### config.mk
export PLATFORM = sky130hd
export DESIGN_NAME = wake_timer
export DESIGN_NICKNAME = d
export VERILOG_FILES = /design/src/rtl/wt_pkg.sv /design/src/rtl/wt_prescale.sv /design/src/rtl/wt_counter.sv /design/src/rtl/wake_timer.sv
export SDC_FILE = /design/constraint.sdc
export NUM_CORES = 1
export LEC_CHECK = 0
export ABC_CLOCK_PERIOD_IN_PS = 3000
export BUFFER_PORTS_ARGS = -buffer_cell sky130_fd_sc_hd__buf_2
export CORE_MARGIN = 2
export CORE_UTILIZATION = 28
export CTS_CLUSTER_SIZE = 12
export DETAILED_ROUTE_END_ITERATION = 12
export PLACE_DENSITY = 0.54
export SYNTH_ARGS = -nofsm -noshare
export SYNTH_HDL_FRONTEND = slang
export SYNTH_HIERARCHICAL = 1
export SYNTH_SLANG_ARGS = --single-unit
### constraint.sdc
create_clock -name clk -period 3 [get_ports clk]
set_input_delay 0.6 -clock clk [delete_from_list [all_inputs] [get_ports clk]]
set_output_delay 0.6 -clock clk [all_outputs]
set_load 0.005 [all_outputs]
### src/rtl/wt_pkg.sv
package wt_pkg;
    localparam int ADDR_W  = 6;
    localparam int WORD_W  = 32;
    localparam int CNT_W   = 64;
    localparam int DIV_W   = 12;

    localparam logic [ADDR_W-1:0] A_CTRL     = 6'h00;
    localparam logic [ADDR_W-1:0] A_LIMIT_HI = 6'h08;
    localparam logic [ADDR_W-1:0] A_LIMIT_LO = 6'h0C;
    localparam logic [ADDR_W-1:0] A_COUNT_HI = 6'h10;
    localparam logic [ADDR_W-1:0] A_COUNT_LO = 6'h14;
    localparam logic [ADDR_W-1:0] A_FLAG     = 6'h18;
    localparam logic [ADDR_W-1:0] A_FORCE    = 6'h1C;
    localparam logic [ADDR_W-1:0] A_CAUSE    = 6'h20;

    typedef struct packed {
        logic [DIV_W-1:0] div;
        logic             run;
    } ctrl_t;

    typedef struct packed {
        ctrl_t            ctrl;
        logic [CNT_W-1:0] limit;
        logic             flag;
        logic             cause;
    } wt_regs_t;
endpackage

### src/rtl/wt_prescale.sv
module wt_prescale #(
    parameter int DIV_W = 12
) (
    input  logic             clk,
    input  logic             rst_n,
    input  logic             run_i,
    input  logic             restart_i,
    input  logic [DIV_W-1:0] div_i,
    output logic             tick_o
);
    logic [DIV_W-1:0] phase_d, phase_q;

    always_comb begin
        tick_o  = run_i && (phase_q == div_i);
        phase_d = phase_q + 1'b1;
        if (!run_i || restart_i || tick_o) phase_d = '0;
    end

    always_ff @(posedge clk or negedge rst_n) begin
        if (!rst_n) phase_q <= '0;
        else        phase_q <= phase_d;
    end

    // no tick unless running
    p_tick_needs_run_r3: assert property (@(posedge clk) disable iff (!rst_n)
        !run_i |-> !tick_o);
    // stopped phase is back at zero next cycle
    p_phase_restart_r4: assert property (@(posedge clk) disable iff (!rst_n)
        (!run_i || restart_i) |=> (phase_q == '0));
endmodule

### src/rtl/wt_counter.sv
module wt_counter #(
    parameter int CNT_W  = 64,
    parameter int WORD_W = 32
) (
    input  logic              clk,
    input  logic              rst_n,
    input  logic              tick_i,
    input  logic              wr_hi_i,
    input  logic              wr_lo_i,
    input  logic [WORD_W-1:0] wdata_i,
    output logic [CNT_W-1:0]  count_o
);
    localparam int HI_W = CNT_W - WORD_W;

    logic [CNT_W-1:0] cnt_d, cnt_q;

    always_comb begin
        cnt_d = cnt_q;
        if (wr_hi_i)      cnt_d[CNT_W-1:WORD_W] = wdata_i[HI_W-1:0];
        else if (wr_lo_i) cnt_d[WORD_W-1:0]     = wdata_i;
        else if (tick_i)  cnt_d                 = cnt_q + 1'b1;
    end

    always_ff @(posedge clk or negedge rst_n) begin
        if (!rst_n) cnt_q <= '0;
        else        cnt_q <= cnt_d;
    end

    assign count_o = cnt_q;

    // count holds without a tick or a write
    p_hold_r3: assert property (@(posedge clk) disable iff (!rst_n)
        (!tick_i && !wr_hi_i && !wr_lo_i) |=> $stable(cnt_q));
    // a tick adds exactly one over the full width
    p_incr_r10: assert property (@(posedge clk) disable iff (!rst_n)
        (tick_i && !wr_hi_i && !wr_lo_i) |=> (cnt_q == $past(cnt_q) + 1'b1));
    // writing the low half leaves the high half alone
    p_lo_write_r5: assert property (@(posedge clk) disable iff (!rst_n)
        (wr_lo_i && !wr_hi_i) |=> (cnt_q[CNT_W-1:WORD_W] == $past(cnt_q[CNT_W-1:WORD_W])));
endmodule

### src/rtl/wake_timer.sv
module wake_timer
    import wt_pkg::*;
(
    input  logic              clk,
    input  logic              rst_n,
    input  logic              reg_we,
    input  logic [ADDR_W-1:0] reg_addr,
    input  logic [WORD_W-1:0] reg_wdata,
    output logic [WORD_W-1:0] reg_rdata,
    output logic              irq_o,
    output logic              wake_req_o
);
    wt_regs_t         r_d, r_q;
    logic [CNT_W-1:0] count;
    logic             tick, hit;
    logic             wr_ctrl, wr_lim_hi, wr_lim_lo, wr_cnt_hi, wr_cnt_lo;
    logic             wr_flag, wr_force, wr_cause;

    always_comb begin
        wr_ctrl   = reg_we && (reg_addr == A_CTRL);
        wr_lim_hi = reg_we && (reg_addr == A_LIMIT_HI);
        wr_lim_lo = reg_we && (reg_addr == A_LIMIT_LO);
        wr_cnt_hi = reg_we && (reg_addr == A_COUNT_HI);
        wr_cnt_lo = reg_we && (reg_addr == A_COUNT_LO);
        wr_flag   = reg_we && (reg_addr == A_FLAG);
        wr_force  = reg_we && (reg_addr == A_FORCE);
        wr_cause  = reg_we && (reg_addr == A_CAUSE);
    end

    wt_prescale #(.DIV_W(DIV_W)) u_pre (
        .clk       (clk),
        .rst_n     (rst_n),
        .run_i     (r_q.ctrl.run),
        .restart_i (wr_cnt_hi || wr_cnt_lo),
        .div_i     (r_q.ctrl.div),
        .tick_o    (tick)
    );

    wt_counter #(.CNT_W(CNT_W), .WORD_W(WORD_W)) u_cnt (
        .clk     (clk),
        .rst_n   (rst_n),
        .tick_i  (tick),
        .wr_hi_i (wr_cnt_hi),
        .wr_lo_i (wr_cnt_lo),
        .wdata_i (reg_wdata),
        .count_o (count)
    );

    assign hit = (count >= r_q.limit);

    always_comb begin
        r_d = r_q;
        if (wr_ctrl)   r_d.ctrl = reg_wdata[DIV_W:0];
        if (wr_lim_hi) r_d.limit[CNT_W-1:WORD_W] = reg_wdata;
        if (wr_lim_lo) r_d.limit[WORD_W-1:0]     = reg_wdata;
        if (hit || (wr_force && reg_wdata[0])) r_d.flag = 1'b1;
        else if (wr_flag && reg_wdata[0])      r_d.flag = 1'b0;
        if (hit)                               r_d.cause = 1'b1;
        else if (wr_cause && !reg_wdata[0])    r_d.cause = 1'b0;
    end

    always_ff @(posedge clk or negedge rst_n) begin
        if (!rst_n) r_q <= '0;
        else        r_q <= r_d;
    end

    always_comb begin
        reg_rdata = '0;
        case (reg_addr)
            A_CTRL:     reg_rdata[DIV_W:0] = r_q.ctrl;
            A_LIMIT_HI: reg_rdata = r_q.limit[CNT_W-1:WORD_W];
            A_LIMIT_LO: reg_rdata = r_q.limit[WORD_W-1:0];
            A_COUNT_HI: reg_rdata = count[CNT_W-1:WORD_W];
            A_COUNT_LO: reg_rdata = count[WORD_W-1:0];
            A_FLAG:     reg_rdata[0] = r_q.flag;
            A_CAUSE:    reg_rdata[0] = r_q.cause;
            default:    reg_rdata = '0;
        endcase
    end

    assign irq_o      = r_q.flag;
    assign wake_req_o = r_q.cause;

    // expiry wins over a clear
    p_expiry_sets_r6: assert property (@(posedge clk) disable iff (!rst_n)
        hit |=> irq_o);
    // forcing sets the flag
    p_force_sets_r8: assert property (@(posedge clk) disable iff (!rst_n)
        (wr_force && reg_wdata[0]) |=> irq_o);
    // cause drops only after a zero write
    p_cause_sticky_r9: assert property (@(posedge clk) disable iff (!rst_n)
        (wake_req_o && !(wr_cause && !reg_wdata[0])) |=> wake_req_o);
    // cause rises only on expiry
    p_cause_rise_r9: assert property (@(posedge clk) disable iff (!rst_n)
        (!wake_req_o && !hit) |=> !wake_req_o);
endmodule

==> impl_metrics.toml <==
[worst_setup_path]
crit_chain = "ha_1 -> nand4_1 -> or3_4 -> or4_1 -> buf_4 -> or4_1 -> a31oi_1"
cp-end-kind = "flop"
worst-path-buf-inv = 1
crit_arrival_ns = 3.21
max_stage_delay_ns = 0.51
path_delay_family = "simple AND/OR/NAND/NOR gates"
crit_fanout = 16
critPathRequiredTime_ns = 3.37
worst_path_most_repeated_cell = "or4_1"
cp-start-kind = "flop"
crit_type = "reg2reg"
slowest_stage = "or4_1"

[timing]
fin_setup_tns_ns = 0
maxSlewViolCount = 0
fmax_mhz = 351
tightest_slew_ns = 0.779
rsz0062_at_grt = "no"
setup_violations = 0
hold_viol = 0
timing.slew.headroom_pct = 48.0
holdWs_ns = 0.184
post-route-period-util_pct = 95.0
fin_crit_ns = 2.85
clock_skew_ns = 0.0121

[grt]
grt_pass1_wl_um = 55500
grt_overflow = 0
antenna_found_initial = 0
grt_util_all_layers_pct = 18.6
grt_pass1_vias = 9473
grt_max_degree = 69

[yosys]
synth_nets = 1251
yosysWarnings = 6
synthCells = 1144
synth_cell_types = 64
synth_edf_count = 0
synthArstFlopShare_pct = 100
netlist_top_cells_area = "dfrtp_1, mux2_2, ha_1"
syn-cell-area_um2 = 10500
synth_top_area_share_pct = 37.1
syn_avg_cell_area_um2 = 9.15
synth_ff_type = "dfrtp_1"
ys_seq_area_share_pct = 37.1
yosysTopAreaCell = "dfrtp_1"
ys_seq_elements = 155

[run_status]
status = "finished, final reports clean"

[layout]
mostFrequentLayoutCells = "dfrtp_1, buf_4, nand2_1"
layout_commonest_cell = "dfrtp_1"
finalNetCount = 1381
syn2layout_area_growth_pct = 20.2
diodes = 0
drive_gt1_share_pct = 23.2

[drt]
wl_per_cell_um = 20.3
drt-total-wl_um = 35600
viasPerCell = 5.50
vias = 9657
drt_iter0_drc = 750
drc_errors = 0
antenna_left = 0
drt_pass1_iterations = 5

[die]
die_area_um2 = 38900
ios = 75
die_h_um = 197
die_width_um = 197
fp-row-count = 70
coreArea_um2 = 36700
initial_core_util_pct = 28.5

[hold_path]
worstHoldPathType = "in2async"

[place]
dpl.hpwl_um = 26400
place_congestion = 0.838
numPortBuffers = 74

[cts]
root_buffer = "clkbuf_16"
cts_tree = "yes"
clock-sinks = 155
clk_latency_ns = 0.45
cts_htree_levels = 4
numCtsBuffers = 17
clk_pin_slew_ns = 0.07
cts_buffer_depth = 2
ctsHoldBuffers = 0

[power_and_ir_drop]
leakagePower_nw = 5.43
powerDensity_nw_per_um2 = 493
max-vdd-ir-drop_mv = 0.415

[run]
cap_viol_max_count = 0
final timing paths:
path,startpoint,end,slack (ns),depth (start not counted)
setup / recovery,u_cnt/count_o[0],u_cnt/count_o[58],0.15,7
hold / removal,rst_n,r_q[37],0.18,1
setup reg to reg,u_cnt/count_o[0],u_cnt/count_o[58],0.15,7
hold reg to reg,r_q[34],r_q[34],0.51,1
max in group asynchronous,rst_n,r_q[23],2.00,2
min in group clk,reg_wdata[15],r_q[17],0.43,2
area by class of cell:
| type | count | area (µm²) |
|---|---|---|
| sequential | 155 | 3880 |
| fill | 3783 | 24100 |
| tap | 468 | 586 |
| multi-input combinational | 848 | 6040 |
| timing repair buffer | 169 | 1170 |
| clock inverter | 13 | 141 |
| inverter | 83 | 312 |
| clock buffer | 19 | 453 |
logic make-up after synthesis:
kind of cell	count (synthesis)	share of synthesized area (%)
AOI/OAI and AO/OA	243	15.6
xor gates and xnor gates	26	2.18
adders and majority gates	66	7.89
buffers and inverters	141	5.39
DFF	155	37.1
muxes	115	11.9
and+or+nand+nor	398	19.9
synth_stat cells, drive strengths merged (9+ instances only):
library cell / n
clkbuf: 40
nor2b: 10
nand4: 40
buf: 18
nand3: 47
dfrtp: 155
or3: 16
and3: 9
a221o: 37
nor4: 23
o21ai: 70
or4: 20
a31oi: 25
nor3: 36
a21oi: 53
nor2: 82
xnor2: 21
inv: 82
mux2: 78
mux2i: 37
nand2: 86
ha: 66
routing by layer:
| metal | part of all wire [%] | up-vias | wire, µm | track usage [%] |
|---|---|---|---|---|
| met5 | 0.16 | - | 56 | 1.15 |
| met4 | 1.4 | 2 | 516 | 4.12 |
| met3 | 5.1 | 38 | 1820 | 3.43 |
| met2 | 47 | 273 | 16800 | 30.8 |
| met1 | 46 | 4813 | 16400 | 25.0 |
| li1 | - | 4531 | - | - |
per-stage QoR:
step                area (µm²)  total power [mW]  std cells  util (%)  setup WS (ns)
CTS                      12600              6.24       1753      34.2         0.0647
global route             12600              6.54       1755      34.3         0.0393
global placement         12000              3.94       1721      32.6         0.0654
floorplan                10500              3.38       1144         -          0.215
finish                   12600              6.20       1755      34.3          0.151
detailed placement       12000              3.97       1721      32.6         0.0367
repair_timing:
action / 4_1_cts / 5_1_grt
buffers inserted: 0 / 2
setup endpoints to repair: 0 / 7
gates resized for setup: 0 / 2
endpoints found under the hold margin: 0 / 0
power breakdown:
part	total (mW)	leakage, nW	internal [mW]	switching, mW
combinational	1.36	3.14	0.611	0.753
clock	2.27	0.274	1.27	0.998
sequential	2.57	2.01	2.33	0.242
total	6.20	5.43	4.21	1.99
registers in the layout, summed over array words and instances, names as in the netlist:
signal	flops
irq_o	1
r_q	77
u_cnt/count_o	64
u_pre/phase_q	12
wake_req_o	1
Note: power is estimated with default switching activity, not from simulation.
